==> config.mk <==
export PLATFORM = sky130hd
export DESIGN_NAME = pstall_detector
export DESIGN_NICKNAME = d
export VERILOG_FILES = /design/src/rtl/pstall_pkg.sv /design/src/rtl/pstall_track.sv /design/src/rtl/pstall_hazard.sv /design/src/rtl/pstall_count.sv /design/src/rtl/pstall_detector.sv
export SDC_FILE = /design/constraint.sdc
export NUM_CORES = 1
export LEC_CHECK = 0
export BUFFER_PORTS_ARGS = -buffer_cell sky130_fd_sc_hd__buf_2
export CAP_MARGIN = 20
export CORE_MARGIN = 4
export CORE_UTILIZATION = 35
export DETAILED_ROUTE_END_ITERATION = 8
export SYNTH_ARGS = -nofsm -noshare
export SYNTH_HDL_FRONTEND = slang
export SYNTH_SLANG_ARGS = --single-unit
export TNS_END_PERCENT = 10
==> constraint.sdc <==
create_clock -name clk -period 8.95 [get_ports clk]
set_clock_uncertainty 0.15 [all_clocks]
set_input_delay 2.2375 -clock clk [delete_from_list [all_inputs] [get_ports clk]]
set_output_delay 2.2375 -clock clk [all_outputs]
set_load 0.01 [all_outputs]
==> src/rtl/pstall_pkg.sv <==
package pstall_pkg;

  typedef enum logic [1:0] {
    W_LO8 = 2'd0,
    W_HI8 = 2'd1,
    W_16  = 2'd2,
    W_32  = 2'd3
  } width_e;

  typedef enum logic [2:0] {
    C_ALU  = 3'd0,
    C_MOV  = 3'd1,
    C_ZERO = 3'd2,
    C_EXT  = 3'd3,
    C_SEG  = 3'd4
  } cls_e;

  localparam int LANES = 3;
  typedef logic [LANES-1:0] lane_t;

  // lane 0 = bits 7:0, lane 1 = bits 15:8, lane 2 = bits 31:16
  function automatic lane_t lanes_of(input width_e w);
    case (w)
      W_LO8:   return 3'b001;
      W_HI8:   return 3'b010;
      W_16:    return 3'b011;
      default: return 3'b111;
    endcase
  endfunction

  function automatic logic lanes_overlap(input lane_t a, input lane_t b);
    return (a & b) != '0;
  endfunction

  // read needs produced lanes plus lanes the pending write did not produce
  function automatic logic widen_hit(input lane_t rd, input lane_t wr);
    return lanes_overlap(rd, wr) && ((rd & ~wr) != '0);
  endfunction

endpackage

==> src/rtl/pstall_track.sv <==
module pstall_track
  import pstall_pkg::*;
#(
  parameter int TAGW      = 6,
  parameter int AGE_LIMIT = 40
) (
  input  logic            clk,
  input  logic            rst_n,
  input  logic            flush,
  input  logic            tick,
  input  logic            wr_en,
  input  lane_t           wr_lanes,
  input  logic            wr_full,
  input  logic            wr_zero,
  input  logic            wr_mov,
  input  logic [TAGW-1:0] wr_tag,
  input  logic            ret_valid,
  input  logic [TAGW-1:0] ret_tag,
  output logic            rec_valid,
  output logic [TAGW-1:0] rec_tag,
  output lane_t           rec_lanes,
  output logic            rec_kz,
  output logic            rec_mov
);
  localparam int AGEW = $clog2(AGE_LIMIT + 1) + 1;

  logic            kz_flag;
  logic [AGEW-1:0] age;
  logic            retire_hit;
  logic            age_out;

  assign retire_hit = ret_valid && (ret_tag == rec_tag);
  assign age_out    = tick && (age == AGEW'(AGE_LIMIT));

  always_ff @(posedge clk) begin
    if (!rst_n) begin
      rec_valid <= 1'b0;
      rec_tag   <= '0;
      rec_lanes <= '0;
      rec_kz    <= 1'b0;
      rec_mov   <= 1'b0;
      kz_flag   <= 1'b0;
      age       <= '0;
    end else if (flush) begin
      rec_valid <= 1'b0;
      rec_lanes <= '0;
      rec_mov   <= 1'b0;
      kz_flag   <= 1'b0;
      age       <= '0;
    end else if (wr_en) begin
      if (wr_full) begin
        rec_valid <= 1'b0;
        rec_lanes <= '0;
        rec_mov   <= 1'b0;
        kz_flag   <= wr_zero;
        age       <= '0;
      end else begin
        rec_valid <= 1'b1;
        rec_tag   <= wr_tag;
        rec_lanes <= (rec_valid ? rec_lanes : '0) | wr_lanes;
        rec_mov   <= (rec_valid && rec_mov) || wr_mov;
        rec_kz    <= kz_flag;
        age       <= '0;
      end
    end else if (rec_valid && (retire_hit || age_out)) begin
      rec_valid <= 1'b0;
      rec_lanes <= '0;
      rec_mov   <= 1'b0;
      age       <= '0;
    end else if (rec_valid && tick) begin
      age <= age + 1'b1;
    end
  end

endmodule

==> src/rtl/pstall_hazard.sv <==
module pstall_hazard
  import pstall_pkg::*;
#(
  parameter int TAGW = 6
) (
  input  logic            dec_valid,
  input  logic            flush,
  input  logic            src_en,
  input  lane_t           src_lanes,
  input  cls_e            cls,
  input  logic            rec_valid,
  input  logic [TAGW-1:0] rec_tag,
  input  lane_t           rec_lanes,
  input  logic            rec_kz,
  input  logic            rec_mov,
  output logic            wide_hit,
  output logic            ext_hit,
  output logic            stall,
  output logic [TAGW-1:0] wait_tag
);
  logic live;

  assign live     = rec_valid && src_en;
  assign wide_hit = live && widen_hit(src_lanes, rec_lanes) && !rec_kz;
  assign ext_hit  = live && rec_mov && ((cls == C_EXT) || (cls == C_SEG))
                    && lanes_overlap(src_lanes, rec_lanes);
  assign stall    = dec_valid && !flush && (wide_hit || ext_hit);
  assign wait_tag = stall ? rec_tag : '0;

endmodule

==> src/rtl/pstall_count.sv <==
module pstall_count #(
  parameter int CNTW = 32
) (
  input  logic            clk,
  input  logic            rst_n,
  input  logic            stall,
  output logic            stall_start,
  output logic [CNTW-1:0] stall_events,
  output logic [CNTW-1:0] stall_cycles
);
  logic stall_q;

  assign stall_start = stall && !stall_q;

  always_ff @(posedge clk) begin
    if (!rst_n) begin
      stall_q      <= 1'b0;
      stall_events <= '0;
      stall_cycles <= '0;
    end else begin
      stall_q <= stall;
      if (stall_start) stall_events <= stall_events + 1'b1;
      if (stall)       stall_cycles <= stall_cycles + 1'b1;
    end
  end

endmodule

==> src/rtl/pstall_detector.sv <==
module pstall_detector
  import pstall_pkg::*;
#(
  parameter int NREG      = 8,
  parameter int TAGW      = 6,
  parameter int CNTW      = 32,
  parameter int AGE_LIMIT = 40,
  localparam int RIDXW    = $clog2(NREG)
) (
  input  logic             clk,
  input  logic             rst_n,
  input  logic             dec_valid,
  input  logic [TAGW-1:0]  dec_tag,
  input  logic             dec_dst_en,
  input  logic [RIDXW-1:0] dec_dst,
  input  logic [1:0]       dec_dst_w,
  input  logic             dec_src_en,
  input  logic [RIDXW-1:0] dec_src,
  input  logic [1:0]       dec_src_w,
  input  logic [2:0]       dec_cls,
  input  logic             ret_valid,
  input  logic [TAGW-1:0]  ret_tag,
  input  logic             flush_mispredict,
  input  logic             flush_irq,
  output logic             stall,
  output logic [TAGW-1:0]  wait_tag,
  output logic [CNTW-1:0]  stall_events,
  output logic [CNTW-1:0]  stall_cycles
);
  logic            flush;
  logic            accept;
  logic            stall_start;
  logic            hz_wide;
  logic            hz_ext;
  cls_e            cls;
  lane_t           dst_lanes;
  lane_t           src_lanes;

  logic            rv   [NREG];
  logic [TAGW-1:0] rtag [NREG];
  lane_t           rlan [NREG];
  logic            rkz  [NREG];
  logic            rmov [NREG];

  assign flush     = flush_mispredict || flush_irq;
  assign accept    = dec_valid && !stall && !flush;
  assign cls       = cls_e'(dec_cls);
  assign dst_lanes = lanes_of(width_e'(dec_dst_w));
  assign src_lanes = lanes_of(width_e'(dec_src_w));

  for (genvar g = 0; g < NREG; g++) begin : g_reg
    logic wr_here;
    assign wr_here = accept && dec_dst_en && (dec_dst == RIDXW'(g));
    pstall_track #(.TAGW(TAGW), .AGE_LIMIT(AGE_LIMIT)) u_track (
      .clk       (clk),
      .rst_n     (rst_n),
      .flush     (flush),
      .tick      (accept),
      .wr_en     (wr_here),
      .wr_lanes  (dst_lanes),
      .wr_full   (width_e'(dec_dst_w) == W_32),
      .wr_zero   (cls == C_ZERO),
      .wr_mov    (cls == C_MOV),
      .wr_tag    (dec_tag),
      .ret_valid (ret_valid),
      .ret_tag   (ret_tag),
      .rec_valid (rv[g]),
      .rec_tag   (rtag[g]),
      .rec_lanes (rlan[g]),
      .rec_kz    (rkz[g]),
      .rec_mov   (rmov[g])
    );
  end

  pstall_hazard #(.TAGW(TAGW)) u_hazard (
    .dec_valid (dec_valid),
    .flush     (flush),
    .src_en    (dec_src_en),
    .src_lanes (src_lanes),
    .cls       (cls),
    .rec_valid (rv[dec_src]),
    .rec_tag   (rtag[dec_src]),
    .rec_lanes (rlan[dec_src]),
    .rec_kz    (rkz[dec_src]),
    .rec_mov   (rmov[dec_src]),
    .wide_hit  (hz_wide),
    .ext_hit   (hz_ext),
    .stall     (stall),
    .wait_tag  (wait_tag)
  );

  pstall_count #(.CNTW(CNTW)) u_count (
    .clk          (clk),
    .rst_n        (rst_n),
    .stall        (stall),
    .stall_start  (stall_start),
    .stall_events (stall_events),
    .stall_cycles (stall_cycles)
  );

endmodule

# Word level (Yosys, flattened, before mapping)
# Cells that the tools add are included.
dict set report word_totals {
  ff_bits 225
  wordCells 322
}
dict set report op_classes {
  add_sub_neg 10
  order_cmp 1
  n_eq_ne 32
  n_mux 83
  n_bitwise 15
  reduce_logical 122
}
# op count
set ops {}
lappend ops {{3-bit two-way mux} 34}
lappend ops {{32-bit by 1-bit adder with 32-bit output, second input constant} 2}
lappend ops {{1-bit logical AND} 61}
lappend ops {{7-bit by 1-bit adder with 7-bit output, second input constant} 8}
lappend ops {{7-bit by 6-bit == test with 1-bit output, second input constant} 8}
lappend ops {{6-bit == test} 8}
lappend ops {{1-bit two-way mux} 39}
lappend ops {{4-bit OR reduction} 8}
lappend ops {{3-bit bitwise OR} 8}
lappend ops {{3-bit AND reduction} 8}
lappend ops {{1-bit logical OR} 19}
lappend ops {{6-bit binary-select mux with 3-bit select} 1}
lappend ops {{6-bit two-way mux} 3}
lappend ops {{3-bit one-hot mux with 3 select lines} 2}
lappend ops {{2-bit AND reduction} 8}
lappend ops {{2-bit nonzero test} 8}
lappend ops {{3-bit == test, second input constant} 5}
lappend ops {{3-bit by 2-bit == test with 1-bit output, second input constant} 4}
lappend ops {{1-bit binary-select mux with 3-bit select} 3}
lappend ops {{3-bit binary-select mux with 3-bit select} 1}
lappend ops {{3-bit bitwise AND} 2}
lappend ops {{2-bit == test, second input constant} 3}
lappend ops {{3-bit by 1-bit == test with 1-bit output, second input constant} 2}
lappend ops {{3-bit nonzero test} 2}
lappend ops {{9 further kinds} 16}

# Depth between registers and ports, before layout
dict set report logic_depth {
  word_depth 20
  ltp_mapped 12
  mapped_depth_nobuf 8
}

# Modules after synthesis
# Synthesis repeated with hierarchy kept, for this count alone.
dict set report unflattened {
  cells_unflattened 1283
  area_unflattened_um2 12180.4
}
# mod instances cells_each area_per_inst_um2
set by_module_without_submodules {}
lappend by_module_without_submodules {{pstall_track at g_reg[0].u_track ...} 7 104 997.2}
lappend by_module_without_submodules {pstall_count 1 357 3075.4}
lappend by_module_without_submodules {{pstall_track at g_reg[7].u_track} 1 104 994.7}
lappend by_module_without_submodules {pstall_detector 1 69 962.2}
lappend by_module_without_submodules {pstall_hazard 1 25 167.7}

# Least setup slack after synthesis
# OpenSTA, ideal clock, no wires.
dict set report synth_path {
  path_kind {input port to output port}
  start {input dec_src[2]}
  end {output wait_tag[0]}
  arrival_ns 4.405
  t_required_ns 6.562
  setup_slack_ns 2.157
  path_stages 10
  cell_sequence {buf_6 -> mux4_2 -> mux2_4 -> or3_1 -> and4_4 -> buf_6 -> nand3_2 -> buf_2 -> buf_2 -> nor2_1}
}
dict set report synth_between {
  elab_chain_len 13
  word_cells_on_any_way 32
  cone_classes {16 x mux; 4 x bitwise; 12 x reduce/logical}
}
# element line_no
set synth_rtl {}
lappend synth_rtl {{start: declaration} pstall_detector.sv:18} ;# input logic [RIDXW-1:0] dec_src,
lappend synth_rtl {{3-bit inverter with 4-bit output (not written as such) (*)} -}
lappend synth_rtl {{3-bit binary-select mux with 3-bit select} pstall_detector.sv:83} ;# .rec_lanes (rlan[dec_src]),
lappend synth_rtl {{3-bit two-way mux (not written as such) (2 in a row)} pstall_detector.sv:83}
lappend synth_rtl {{3-bit inverter} pstall_pkg.sv:37} ;# return lanes_overlap(rd, wr) && ((rd & ~wr) != '0);
lappend synth_rtl {{3-bit bitwise AND} pstall_pkg.sv:37}
lappend synth_rtl {{3-bit nonzero test} pstall_pkg.sv:37}
lappend synth_rtl {{1-bit logical AND} pstall_pkg.sv:37}
lappend synth_rtl {{1-bit logical AND (2 in a row)} pstall_hazard.sv:24} ;# assign wide_hit = live && widen_hit(src_lanes, rec_lanes) && !rec_kz;
lappend synth_rtl {{1-bit logical OR} pstall_hazard.sv:27} ;# assign stall = dec_valid && !flush && (wide_hit || ext_hit);
lappend synth_rtl {{1-bit logical AND} pstall_hazard.sv:27}
lappend synth_rtl {{6-bit two-way mux (*)} pstall_hazard.sv:28} ;# assign wait_tag = stall ? rec_tag : '0;
lappend synth_rtl {{end: declaration} pstall_detector.sv:26} ;# output logic [TAGW-1:0] wait_tag,
# Every way passes the cells marked *; elsewhere a longest branch is shown, timed or not. The select of a mux whose other input is x is not followed.

# Worst setup path in the final report
dict set report layout_path {
  start {input dec_src[1]}
  end {output stall}
}
dict set report layout_between {
  elab_chain_len 12
  word_cells_on_any_way 28
  cone_classes {12 x mux; 4 x bitwise; 12 x reduce/logical}
}
# element line_no
set layout_rtl {}
lappend layout_rtl {{3-bit inverter with 4-bit output (not written as such) (*)} -}
lappend layout_rtl {{3-bit binary-select mux with 3-bit select} pstall_detector.sv:83}
lappend layout_rtl {{3-bit two-way mux (not written as such) (2 in a row)} pstall_detector.sv:83}
lappend layout_rtl {{3-bit inverter} pstall_pkg.sv:37}
lappend layout_rtl {{3-bit bitwise AND} pstall_pkg.sv:37}
lappend layout_rtl {{3-bit nonzero test} pstall_pkg.sv:37}
lappend layout_rtl {{1-bit logical AND} pstall_pkg.sv:37}
lappend layout_rtl {{1-bit logical AND (2 in a row)} pstall_hazard.sv:24}
lappend layout_rtl {{1-bit logical OR (*)} pstall_hazard.sv:27}
lappend layout_rtl {{1-bit logical AND (*)} pstall_hazard.sv:27}
lappend layout_rtl {{end: declaration} pstall_detector.sv:25} ;# output logic stall,
# Marks and branches as above.

==> qor.csv <==
metric,value,unit
grt_pass1_vias,9938,
ys_seq_area_share,37.31,%
drive_gt1_share,16.01,%
start_util,35.73,%
drt-total-wl,34570,µm
drt.antenna.violating_nets,0,
wl_per_cell,18.47,µm
die_h,193.7,µm
holdWs,0.3052,ns
grt_max_degree,70,
postCtsSetupRepairBufs,0,
cts.clk_slew.worst_paths,0.06,ns
rows,67,
reg2regPathDepth,8,
antenna_found_initial,4,
async_reset_ff_share,0,%
final_area,13640,µm²
synthFlopType,dfxtp_1,
hold_path.class,reg -> reg,
max_freq,138.5,MHz
dieArea,37530,µm²
maxSlewViolCount,0,
setup_violations,0,
max_cap_violations,0,
grt-ovfl-total,0,
insertion_delay,0.54,ns
crit_required,6.56,ns
nNetsFinal,1455,
ctsHoldBuffers,0,
outcome,"complete, no violations",
vdd_drop_max,0.1249,mV
cts_resized,0,
clock_sinks,225,
slew_headroom,24.78,%
synthesis.area,12070,µm²
io_buffer_count,103,
p_per_area,159.9,nW/µm²
worstMarginPinSlew,1.128,ns
min_period,7.222,ns
synth_top_area_share,37.31,%
r2r-start,g_reg[7].u_track.rec_valid,
numCtsBuffers,27,
hold_path_depth,2,
multi_input_area,6869,µm²
io_pins,104,
synth_most_common_cell,dfxtp_1,
synth.area.top_cells,"dfxtp_1 (37%), mux2i_1 (6.2%), xnor2_1 (4.8%), mux4_2 (4.5%), nor2_1 (4.4%)",
synth_edf_count,0,
syn_inst,1361,
finalCritPeriodShare,80.69,%
dpl_cell_area,12760,µm²
rr_endpoint,u_count.stall_cycles[27],
area.growth.synth_to_final,12.98,%
grt_setup_unrepaired,no,
gp_congestion,0.8651,
dieWidth,193.7,µm
crit_type,in -> out,
setup-tns-final,0,ns
h-tree-depth,1,
vias,10540,
synthesis.nets,1412,
whs_endpoint,g_reg[1].u_track.rec_lanes[2],
leakage,4.454,nW
hold_viol_final,0,
root_buffer,clkbuf_16,
synth_largest_area_cell,dfxtp_1,
nFillCells,3401,
finish.utilization,40.37,%
synth_warnings,0,
drtIter0Drc,671,
synth_cell_types,67,
regArea,4504,µm²
via_per_inst,5.632,
n_antenna_cell,0,
grt_pass1_wl,55950,µm
hp-start,g_reg[1].u_track.rec_lanes[2],
cp.arrival,4.83,ns
clock_path_buffers,3,
synth.avg_cell_area,8.870,µm²
rrSetupSlack,4.87,ns
cp_max_fo,21,
cp-start-kind,input pin,
cts_tree,yes,
drc,0,
dpl.hpwl,23630,µm
track_usage,17.71,%
worstSetupEndpointType,primary output,
yosys-top-cells-count,"dfxtp_1 (225), nor2_1 (141), a21oi_1 (82), mux2i_1 (75), nand3_1 (74)",
first_pass_iters,5,
ys_seq_elements,225,
core,33780,µm²
-- how the worst max path moves through the flow --
stage | from | to | slack, ns | cells after the start
global placement | dec_src[0] | wait_tag[0] | 1.77 | 8
global route | dec_src[1] | stall | 1.64 | 8
finish | dec_src[1] | stall | 1.73 | 8
detailed placement | dec_src[1] | stall | 1.72 | 8
floorplan | dec_src[2] | wait_tag[0] | 2.16 | 10
CTS | dec_src[1] | stall | 1.71 | 8
-- where the power goes --
part	switching [mW]	internal (mW)
logic	0.0609	0.0248
registers	0.000990	1.00
clock network	0.436	0.655
total	0.498	1.68
-- critical path, stage by stage --
cell	delay, ns
buf_2	0.52
mux4_2	0.58
mux2_2	0.31
or3_1	0.39
and4_4	0.19
nand3_2	0.27
inv_1	0.16
buf_2	0.17
-- flip-flops by register name, summed over array words and instances, names as in the netlist --
signal	count
u_count.stall_q	1
g.u_track.rec_valid	8
g.u_track.kz_flag	8
g.u_track.age	56
g.u_track.rec_tag	48
u_count.stall_events	32
g.u_track.rec_mov	8
g.u_track.rec_kz	8
u_count.stall_cycles	32
g.u_track.rec_lanes	24
-- layer usage --
layer  global-route usage (%)  up-vias  wire length [µm]
li1                         -     5045                 -
met1                    24.51     5094             15570
met2                    28.07      317             15410
met3                    3.510       79              2503
met4                    5.350        8              1031
met5                        0        -                63
-- stage by stage --
| stage | worst slack (ns) | cells | power [mW] |
|---|---|---|---|
| after floorplan | 2.157 | 1361 | 1.082 |
| after global placement | 1.773 | 1823 | 1.109 |
| after detailed placement | 1.719 | 1823 | 1.110 |
| after CTS | 1.712 | 1872 | 2.203 |
| after global routing | 1.641 | 1872 | 2.253 |
| final | 1.728 | 1872 | 2.181 |
-- cells in the final DEF (no fill, tap or decap), types with 6 or more instances in the layout --
cell type	n
a211oi_1	6
a211oi_2	10
a21boi_0	7
a21oi_1	82
a21oi_2	12
a311oi_1	8
a31oi_1	8
and2_1	7
and3_1	26
and4_1	12
buf_2	103
buf_4	13
clkbuf_1	8
clkbuf_16	27
dfxtp_1	225
ha_1	18
inv_1	55
mux2i_1	75
mux4_2	24
nand2_1	58
nand2b_1	11
nand3_1	74
nand4_1	40
nor2_1	141
nor3_1	8
nor3b_1	7
nor4_1	12
o21a_1	11
o21ai_0	71
o311ai_0	6
o31ai_1	33
or3_1	30
or4_1	33
xnor2_1	66
xor2_1	23
-- final cells by class --
cell class / count / share of cell area, %
Inverter: 56 / 1.550
Sequential cell: 225 / 33.03
Clock inverter: 9 / 0.7706
Clock buffer: 40 / 5.679
Timing Repair Buffer: 116 / 4.495
Tap cell: 448 / 4.110
Multi-Input combinational cell: 978 / 50.37
-- cell families (layout without fill, tap and decap cells) --
logic type               after synthesis  after routing  synth area share [%]
AND/OR/NAND/NOR                      482            482                 21.10
AO/OA/AOI/OAI                        285            285                 16.23
flip-flops                           225            225                 37.31
buffers and inverters                158            221                 5.835
multiplexers                         104            104                 11.19
XOR/XNOR                              89             89                 6.457
adder cells (fa/ha/maj)               18             18                 1.866
No activity file was read; power rests on OpenSTA's default activity.
